<file path="config.mk">
export PLATFORM = sky130hd
export DESIGN_NAME = clkdiv_pool
export DESIGN_NICKNAME = d
export VERILOG_FILES = /design/src/rtl/clkdiv_pkg.sv /design/src/rtl/clkdiv_unit.sv /design/src/rtl/clkdiv_route.sv /design/src/rtl/clkdiv_pool.sv
export SDC_FILE = /design/constraint.sdc
export NUM_CORES = 2
export LEC_CHECK = 0
export CORE_MARGIN = 2
export CORE_UTILIZATION = 60
export CTS_CLUSTER_DIAMETER = 40
export DETAILED_ROUTE_END_ITERATION = 6
export PLACE_DENSITY = 0.76
export SLEW_MARGIN = 20
export SYNTH_ARGS = -nofsm -noshare
export SYNTH_HDL_FRONTEND = slang
export SYNTH_HIERARCHICAL = 1
export SYNTH_SLANG_ARGS = --single-unit
</file>
<file path="constraint.sdc">
create_clock -name clk -period 4.25 [get_ports clk]
set_input_delay 0.425 -clock clk [delete_from_list [all_inputs] [get_ports clk]]
set_output_delay 0.425 -clock clk [all_outputs]
set_load 0.005 [all_outputs]
</file>
<file path="src/rtl/clkdiv_pkg.sv">
package clkdiv_pkg;

    localparam int SEL_W  = 5;
    localparam int FRAC_W = 5;
    localparam int VAL_W  = 24;

    typedef enum logic [1:0] {
        DT_INT8   = 2'd0,
        DT_INT16  = 2'd1,
        DT_FRAC16 = 2'd2,
        DT_FRAC24 = 2'd3
    } div_type_e;

    typedef struct packed {
        div_type_e        typ;
        logic [SEL_W-1:0] idx;
    } div_sel_t;

    function automatic int type_width(div_type_e t);
        case (t)
            DT_INT8:   return 8;
            DT_INT16:  return 16;
            DT_FRAC16: return 16;
            default:   return 24;
        endcase
    endfunction

    function automatic bit type_has_frac(div_type_e t);
        return (t == DT_FRAC16) || (t == DT_FRAC24);
    endfunction

endpackage

</file>
<file path="src/rtl/clkdiv_unit.sv">
module clkdiv_unit
    import clkdiv_pkg::*;
#(
    parameter int INT_W = 8
) (
    input  logic              clk,
    input  logic              rst,
    input  logic              wr_hit,
    input  logic [INT_W-1:0]  wr_int,
    input  logic [FRAC_W-1:0] wr_frac,
    input  logic              wr_enable,
    output logic              tick
);
    localparam int CNT_W = INT_W + 1;

    logic              en_q, stretch_q;
    logic [CNT_W-1:0]  cnt_q, limit;
    logic [INT_W-1:0]  shd_int_q, act_int_q, nxt_int;
    logic [FRAC_W-1:0] shd_frac_q, act_frac_q, nxt_frac, acc_q;
    logic [FRAC_W:0]   acc_sum;

    assign nxt_int  = wr_hit ? wr_int  : shd_int_q;
    assign nxt_frac = wr_hit ? wr_frac : shd_frac_q;
    assign limit    = {1'b0, act_int_q} + CNT_W'(stretch_q);
    assign tick     = en_q && (cnt_q == limit);
    assign acc_sum  = {1'b0, acc_q} + {1'b0, act_frac_q};

    always_ff @(posedge clk) begin
        if (rst) begin
            en_q       <= 1'b0;
            stretch_q  <= 1'b0;
            cnt_q      <= '0;
            acc_q      <= '0;
            shd_int_q  <= '0;
            shd_frac_q <= '0;
            act_int_q  <= '0;
            act_frac_q <= '0;
        end else begin
            if (wr_hit) begin
                shd_int_q  <= wr_int;
                shd_frac_q <= wr_frac;
                en_q       <= wr_enable;
            end
            if (!en_q) begin
                cnt_q      <= '0;
                acc_q      <= '0;
                stretch_q  <= 1'b0;
                act_int_q  <= nxt_int;
                act_frac_q <= nxt_frac;
            end else if (tick) begin
                cnt_q      <= '0;
                acc_q      <= acc_sum[FRAC_W-1:0];
                stretch_q  <= acc_sum[FRAC_W];
                act_int_q  <= nxt_int;
                act_frac_q <= nxt_frac;
            end else begin
                cnt_q <= cnt_q + 1'b1;
            end
        end
    end
endmodule

</file>
<file path="src/rtl/clkdiv_route.sv">
module clkdiv_route
    import clkdiv_pkg::*;
#(
    parameter int NUM_CH = 4,
    parameter int CH_W   = 2
) (
    input  logic                    clk,
    input  logic                    rst,
    input  logic                    map_we,
    input  logic [CH_W-1:0]         map_chan,
    input  div_sel_t                map_sel,
    input  logic                    map_on,
    output logic [NUM_CH-1:0]       rt_on,
    output div_sel_t [NUM_CH-1:0]   rt_sel,
    output logic                    map_conflict
);
    logic clash;

    always_comb begin
        clash = 1'b0;
        for (int c = 0; c < NUM_CH; c++) begin
            if (CH_W'(c) != map_chan && rt_on[c] && rt_sel[c] == map_sel)
                clash = 1'b1;
        end
    end

    always_ff @(posedge clk) begin
        if (rst) begin
            rt_on        <= '0;
            rt_sel       <= '0;
            map_conflict <= 1'b0;
        end else begin
            map_conflict <= map_we && map_on && clash;
            if (map_we && !(map_on && clash)) begin
                for (int c = 0; c < NUM_CH; c++) begin
                    if (CH_W'(c) == map_chan) begin
                        rt_on[c]  <= map_on;
                        rt_sel[c] <= map_sel;
                    end
                end
            end
        end
    end
endmodule

</file>
<file path="src/rtl/clkdiv_pool.sv">
module clkdiv_pool
    import clkdiv_pkg::*;
#(
    parameter int N_INT8   = 9,
    parameter int N_INT16  = 16,
    parameter int N_FRAC16 = 7,
    parameter int N_FRAC24 = 3,
    parameter int NUM_CH   = 4,
    parameter int CH_W     = (NUM_CH > 1) ? $clog2(NUM_CH) : 1
) (
    input  logic              clk,
    input  logic              rst,
    input  logic              cfg_we,
    input  logic [1:0]        cfg_type,
    input  logic [SEL_W-1:0]  cfg_idx,
    input  logic [VAL_W-1:0]  cfg_int,
    input  logic [FRAC_W-1:0] cfg_frac,
    input  logic              cfg_enable,
    input  logic              map_we,
    input  logic [CH_W-1:0]   map_chan,
    input  logic [1:0]        map_type,
    input  logic [SEL_W-1:0]  map_idx,
    input  logic              map_on,
    output logic              map_conflict,
    output logic [NUM_CH-1:0] pclk_en
);
    localparam int NT = 4;
    localparam int COUNTS [NT] = '{N_INT8, N_INT16, N_FRAC16, N_FRAC24};
    localparam int MAX_N = 32;

    logic [MAX_N-1:0]     ticks [NT];
    logic [NUM_CH-1:0]    rt_on;
    div_sel_t [NUM_CH-1:0] rt_sel;
    logic [NUM_CH-1:0]    sel_tick;
    div_sel_t             map_sel;

    assign map_sel = '{typ: div_type_e'(map_type), idx: map_idx};

    for (genvar t = 0; t < NT; t++) begin : g_type
        localparam div_type_e TT = div_type_e'(t);
        localparam int        W  = type_width(TT);
        for (genvar i = 0; i < MAX_N; i++) begin : g_div
            if (i < COUNTS[t]) begin : g_real
                logic              hit;
                logic [FRAC_W-1:0] frac_in;
                assign hit     = cfg_we && cfg_type == 2'(t) && cfg_idx == SEL_W'(i);
                if (type_has_frac(TT)) begin : g_frac
                    assign frac_in = cfg_frac;
                end else begin : g_int
                    assign frac_in = '0;
                end
                clkdiv_unit #(.INT_W(W)) u_div (
                    .clk       (clk),
                    .rst       (rst),
                    .wr_hit    (hit),
                    .wr_int    (cfg_int[W-1:0]),
                    .wr_frac   (frac_in),
                    .wr_enable (cfg_enable),
                    .tick      (ticks[t][i])
                );
            end else begin : g_none
                assign ticks[t][i] = 1'b0;
            end
        end
    end

    clkdiv_route #(.NUM_CH(NUM_CH), .CH_W(CH_W)) u_route (
        .clk          (clk),
        .rst          (rst),
        .map_we       (map_we),
        .map_chan     (map_chan),
        .map_sel      (map_sel),
        .map_on       (map_on),
        .rt_on        (rt_on),
        .rt_sel       (rt_sel),
        .map_conflict (map_conflict)
    );

    always_comb begin
        for (int c = 0; c < NUM_CH; c++) begin
            sel_tick[c] = rt_on[c] && ticks[rt_sel[c].typ][rt_sel[c].idx];
        end
    end

    always_ff @(posedge clk) begin
        if (rst) pclk_en <= '0;
        else     pclk_en <= sel_tick;
    end
endmodule

</file>
## Word-level counts from Yosys, hierarchy flattened

Cells that the tools add are included.

| operators by class | value |
|---|---|
| add/sub/neg operators | 105 |
| order comparisons | 8 |
| equal/unequal tests | 98 |
| multiplexer cells | 234 |
| bitwise gates (word level) | 39 |
| reduce and logical (&&, ||, !) cells | 169 |

Operator list:

| kind | number |
|---|---|
| 2-to-1 mux 16 bit | 69 |
| 2-to-1 mux 5 bit | 105 |
| adder 16 x 1 -> 17 bit | 23 |
| adder 17 x 1 -> 17 bit (second input constant) | 23 |
| equality test 17 bit | 23 |
| binary-select mux 32 bit (select 2 bit) | 4 |
| 2-to-1 mux 32 bit | 8 |
| 2-to-1 mux 24 bit | 9 |
| 2-to-1 mux 8 bit | 27 |
| adder 5 x 5 -> 6 bit | 35 |
| OR reduction 3 bit | 35 |
| logical AND 1 bit | 90 |
| adder 8 x 1 -> 9 bit | 9 |
| adder 9 x 1 -> 9 bit (second input constant) | 9 |
| equality test 9 bit | 9 |
| adder 24 x 1 -> 25 bit | 3 |
| adder 25 x 1 -> 25 bit (second input constant) | 3 |
| equality test 25 bit | 3 |
| inequality test 2 x 1 -> 1 bit (second input constant) | 35 |
| OR reduction 2 bit | 35 |
| equality test 5 x 4 -> 1 bit (second input constant) | 8 |
| NOT 1 bit | 35 |
| equality test 7 bit | 4 |
| < comparator 5 x 6 -> 1 bit (second input constant) | 4 |
| other kinds (18) | 45 |

| word-level totals | value |
|---|---|
| register bits after elaboration | 2,203 |
| input bits | 51 |
| output and inout bits | 5 |
| logic and storage cells | 947 |

## Longest topological paths before layout

| logic depth | value |
|---|---|
| word-level depth | 11 |
| depth in mapped cells | 15 |
| depth with buffers taken out | 13 |

## Cells and area by module

Netlist, hierarchy kept.

By module, submodules not included:

| module | times used | cells an instance | area an instance (um^2) | seq. area each (um^2) |
|---|---|---|---|---|
| clkdiv_unit (g_type[1].g_div[0].g_real.u_div ...) | 22 | 364 | 3,326.9 | 1,321.3 |
| clkdiv_unit (g_type[0].g_div[0].g_real.u_div ...) | 9 | 216 | 2,137.0 | 840.8 |
| clkdiv_unit (g_type[3].g_div[0].g_real.u_div) | 1 | 462 | 4,327.9 | 1,801.7 |
| clkdiv_unit (g_type[3].g_div[2].g_real.u_div) | 1 | 451 | 4,264.1 | 1,801.7 |
| clkdiv_unit (g_type[3].g_div[1].g_real.u_div) | 1 | 459 | 4,251.6 | 1,801.7 |
| clkdiv_unit (g_type[1].g_div[5].g_real.u_div) | 1 | 367 | 3,333.2 | 1,321.3 |
| clkdiv_pool | 1 | 229 | 1,789.2 | 80.1 |
| clkdiv_route | 1 | 172 | 1,732.9 | 660.6 |

## Worst setup path after synthesis

OpenSTA, ideal clock, no wires.

| timing path | value |
|---|---|
| kind | register -> register |
| from | reg g_type[1].g_div[9].g_real.u_div.stretch_q |
| to | reg pclk_en[3] |
| library setup time | 59 ps |
| data arrival time | 3,531 ps |
| required time | 4,191 ps |
| path slack | 660 ps |
| stages on the path, launching flop included | 16 |
| buffers on the path | 2 |
| clock period less this slack | 3,590 ps |
| path through | dfxtp_1 ha_1 ha_1 nand3_2 or4_1 nand4b_1 nand4_1 or4_4 buf_6 buf_6 nor2_1 mux2i_1 a221oi_2 o21ai_1 a2111oi_2 o31a_1 |

RTL lines:

| item | RTL line | RTL |
|---|---|---|
| from (decl) | clkdiv_unit.sv:16 | `logic en_q, stretch_q;` |
| from (signal assigned) | clkdiv_unit.sv:53 | `stretch_q <= acc_sum[FRAC_W];` |
| to (signal assigned) | clkdiv_pool.sv:87 | `else pclk_en <= sel_tick;` |
| to (decl) | clkdiv_pool.sv:25 | `output logic [NUM_CH-1:0] pclk_en` |

==> impl_metrics.toml <==
[worst_setup_path]
crit_path_end = "pclk_en[1]"
r2r-start = "g_type[3].g_div[2].g_real.u_div/stretch_q"
reg2reg_depth = 13
critPathKind = "reg -> reg"
cp_slowest_cell = "or4_1"
critPathTopFamily = "simple AND/OR/NAND/NOR gates"
cp-start-kind = "flop"
crit_arrival_ns = 4.90
cp.depth = 13
path_cells = "ha_1 > ha_1 > nand3_1 > nor2_1 > nand3_1 > xnor2_1 > or4_1 > nor3_1 > and2_1 > mux4_2 > o211ai_1 > o311ai_1 > a41o_1"
crit_path_max_fanout = 6
cp-end-kind = "flop"
cpPeakStageDelay_ns = 0.69
cp-startpoint = "g_type[3].g_div[2].g_real.u_div/stretch_q"
r2r_setup_slack_ns = 0.22
critical_path_buf_inv_count = 0
r2r-end = "pclk_en[1]"
cp.required_ns = 5.12

[worst_hold_path]
hold_path_class = "in -> reg"

[clock_network]
h-tree-depth = 5
clk_latency_ns = 0.94
cts_tree = "done"
cts_root_buf = "clkbuf_16"
clkTransAtPathRegs_ns = 0.06
cts_inserted_buffers = 319
clock_path_buffers = 4
cts.sinks = 2203

[place]
gp_congestion = 0.901
dp_hpwl_um = 181000
port_buffers = 55

[floorplan]
num_rows = 158
io_pins = 56
fp.dieW_um = 436
start_util_pct = 60.4
die_area_sq_um = 190000
fp.dieH_um = 436
core_area_sq_um = 186000

[global_route]
grt_pass1_wl_um = 454000
first_global_vias = 86740
grt.overflow.total = 0
gr-usage-all-layers_pct = 28.5
grt_max_degree = 122
grt_antenna_before_repair = 11

[sta]
setup_viol = 0
relSlewSlack_pct = 22.3
rsz0062_at_grt = "no"
max_freq_ghz = 0.248
hold_viol = 0
setup-tns-final_ns = 0
timing.final.crit_share_pct = 94.8
min_period_ns = 4.03
slew_violations = 0
tightest_slew_ns = 1.17
skew_ns = 0.0455
hold_slack_ns = 0.231

[power]
internal_power_mw = 37.3
power_frac_seq_pct = 43.0
p_leak_nw = 45.6
power_frac_comb_pct = 2.4
power_density_nw_per_um2 = 387
swShare_pct = 22.7
ir_worst_vdd_mv = 0.395
power.total_mw = 48.3
p_switching_mw = 11.0
p_clk_share_pct = 54.7

[logic_synthesis]
avgSynthCellArea_sq_um = 9.27
yosys.area_share.simple_pct = 21.3
ys_warn_count = 6
ys_seq_area_share_pct = 39.3
synth_xor_area_share_pct = 8.96
synth_top_area_share_pct = 39.3
synth_top_family_by_area = "simple AND/OR/NAND/NOR gates"
synth_top_area_cell = "dfxtp_1"
ys.flop_type = "dfxtp_1"
yosysUniqueCellTypes = 97
synth_compound_area_share_pct = 11.8
async_flop_share_pct = 0
syn_area_sq_um = 112000
synth_mux_area_share_pct = 10.5
syn_inst = 12092
synthTopCellsByArea = "dfxtp_1 (39%), mux2i_1 (8.6%), nor2_1 (5.6%)"
synth_edf_count = 0
ys_ff_latch = 2203
synthAdderAreaFrac_pct = 3.75

[drt]
vias_per_cell = 6.07
route.detailed.drc = 0
vias = 88984
wl_um = 280000
ant_nets = 0
drtIter0Drc = 6506
wire_per_inst_um = 19.1
dr.pass1.iters = 6

[status]
status = "finished, final reports clean"

[cells_and_area]
fillers = 14303
drive_gt1_share_pct = 9.73
multi_input_area_sq_um = 63700
regArea_sq_um = 44100
nets = 12298
area_delta_synth_final_pct = 11.3

[run]
maxCapViolCount = 0
==> stage by stage <==
step | std cells | worst slack (ns) | util, % | instance area, sq um
6_report | 14657 | 0.219 | 67.2 | 125000
5_1_grt | 14656 | 0.0240 | 67.2 | 125000
4_1_cts | 14647 | 0.0870 | 67.2 | 125000
3_5_place_dp | 14088 | 0.111 | 61.4 | 114000
3_3_place_gp | 14088 | 0.145 | 61.4 | 114000
2_1_floorplan | 12216 | 0.660 | - | 113000
==> worst min-delay path: cells and delay by family <==
family	cells	cell delay, ns
buffers and inverters	1	0.35
multiplexers	1	0.25
AND/OR/NAND/NOR	1	0.07
==> cell families (layout without fill, tap and decap cells) <==
kind of cell / after synthesis / count (layout)
AO/OA/AOI/OAI: 1622 / 1622
XOR/XNOR: 1147 / 1147
adder cells (fa/ha/maj): 315 / 315
buffers and inverters: 1130 / 1083
flip-flops: 2203 / 2203
multiplexers: 1102 / 1102
other: 1 / 133
AND/OR/NAND/NOR: 4572 / 4572
==> state kept, by name, summed over array words and instances, names as in the netlist, 28 cells and up <==
signal                                cells
g_type.g_div.g_real.u_div/acc_q         175
g_type.g_div.g_real.u_div/stretch_q      35
u_route/rt_sel                           28
g_type.g_div.g_real.u_div/shd_int_q     512
g_type.g_div.g_real.u_div/cnt_q         547
g_type.g_div.g_real.u_div/act_int_q     512
g_type.g_div.g_real.u_div/en_q           35
g_type.g_div.g_real.u_div/shd_frac_q    175
g_type.g_div.g_real.u_div/act_frac_q    175
==> metal layers <==
layer,track usage (%),vias up,share of wire [%],wire length [um]
met3,3.85,578,5.1,14400
met4,10.5,2,3.4,9560
met5,0,-,0.0046,13
met2,48.2,2287,48,134000
met1,37.0,43246,44,123000
li1,-,42871,-,-
==> layout make-up <==
| cell class | instances | area share, % |
|---|---|---|
| Inverter | 270 | 0.812 |
| Antenna cell | 8 | 0.0160 |
| Timing Repair Buffer | 255 | 1.75 |
| Clock inverter | 190 | 1.79 |
| Sequential cell | 2203 | 35.3 |
| Clock buffer | 368 | 6.76 |
| Tap cell | 2480 | 2.49 |
| Multi-Input combinational cell | 8883 | 51.0 |
==> synthesized netlist by cell type, types with 87 or more instances <==
cell type,count
nand2b_1,209
nand3_1,506
nand4_1,164
mux2_4,90
nor2b_1,175
xor2_1,589
clkbuf_1,517
mux2i_1,963
ha_1,280
buf_2,207
and4_1,113
o21ai_0,183
nor2_1,1675
and3_1,145
a221oi_1,438
nor3_1,610
o22a_1,87
nand2_1,449
a21oi_1,215
xnor2_1,558
dfxtp_1,2203
inv_1,270
==> power groups by stage <==
| stage | clock network (mW) | registers, mW | logic [mW] |
|---|---|---|---|
| 2_1_floorplan | 0 | 21.2 | 0.621 |
| 3_3_place_gp | 0 | 21.2 | 1.10 |
| 3_5_place_dp | 0 | 21.2 | 1.12 |
| 4_1_cts | 26.8 | 20.7 | 1.12 |
| 5_1_grt | 27.7 | 20.7 | 1.19 |
| 6_report | 26.4 | 20.7 | 1.14 |
==> worst min-delay path by stage <==
| stage | start | end | slack [ns] | cells past startpoint |
|---|---|---|---|---|
| after floorplan | g_type[3].g_div[0].g_real.u_div/act_int_q[0] | g_type[3].g_div[0].g_real.u_div/act_int_q[0] | 0.44 | 1 |
| after global placement | g_type[1].g_div[13].g_real.u_div/acc_q[0] | g_type[1].g_div[13].g_real.u_div/acc_q[0] | 0.45 | 2 |
| after detailed placement | g_type[1].g_div[4].g_real.u_div/stretch_q | g_type[1].g_div[4].g_real.u_div/stretch_q | 0.46 | 2 |
| after CTS | cfg_int[7] | g_type[3].g_div[0].g_real.u_div/shd_int_q[7] | 0.17 | 3 |
| after global routing | cfg_int[7] | g_type[3].g_div[0].g_real.u_div/shd_int_q[7] | 0.19 | 3 |
| final | cfg_int[7] | g_type[3].g_div[0].g_real.u_div/shd_int_q[7] | 0.23 | 3 |
==> layout by cell type, fill, tap and decap left out, types with 56 or more instances in the layout <==
cell	Yosys	final
mux2_4	90	90
nand4_1	164	164
or4_1	59	59
nand3b_1	58	58
a221oi_1	438	438
and3_1	145	145
o211ai_1	70	70
nor3_1	610	607
nand2_1	449	449
o2111ai_1	83	83
ha_1	280	280
o21a_1	75	75
o22a_1	87	87
mux2i_1	963	962
nand2b_1	209	209
o21ai_0	183	183
nor2_1	1675	1641
nor2b_1	175	175
nand4b_1	56	56
clkbuf_16	0	322
inv_1	270	270
nand3_1	506	506
xor2_1	589	589
conb_1	1	125
nor3b_1	59	59
a21oi_1	215	214
dfxtp_1	2203	2203
and4_1	113	113
buf_4	0	196
xnor2_1	558	558
==> timing repair <==
item / 4_1_cts / 5_1_grt
resized for setup: 0 / 3
endpoints found under the hold margin: 2 / 0
setup endpoints to repair: 0 / 4
hold buffers: 1 / 0
setup buffers: 0 / 2
No activity file was read; power rests on OpenSTA's default activity.
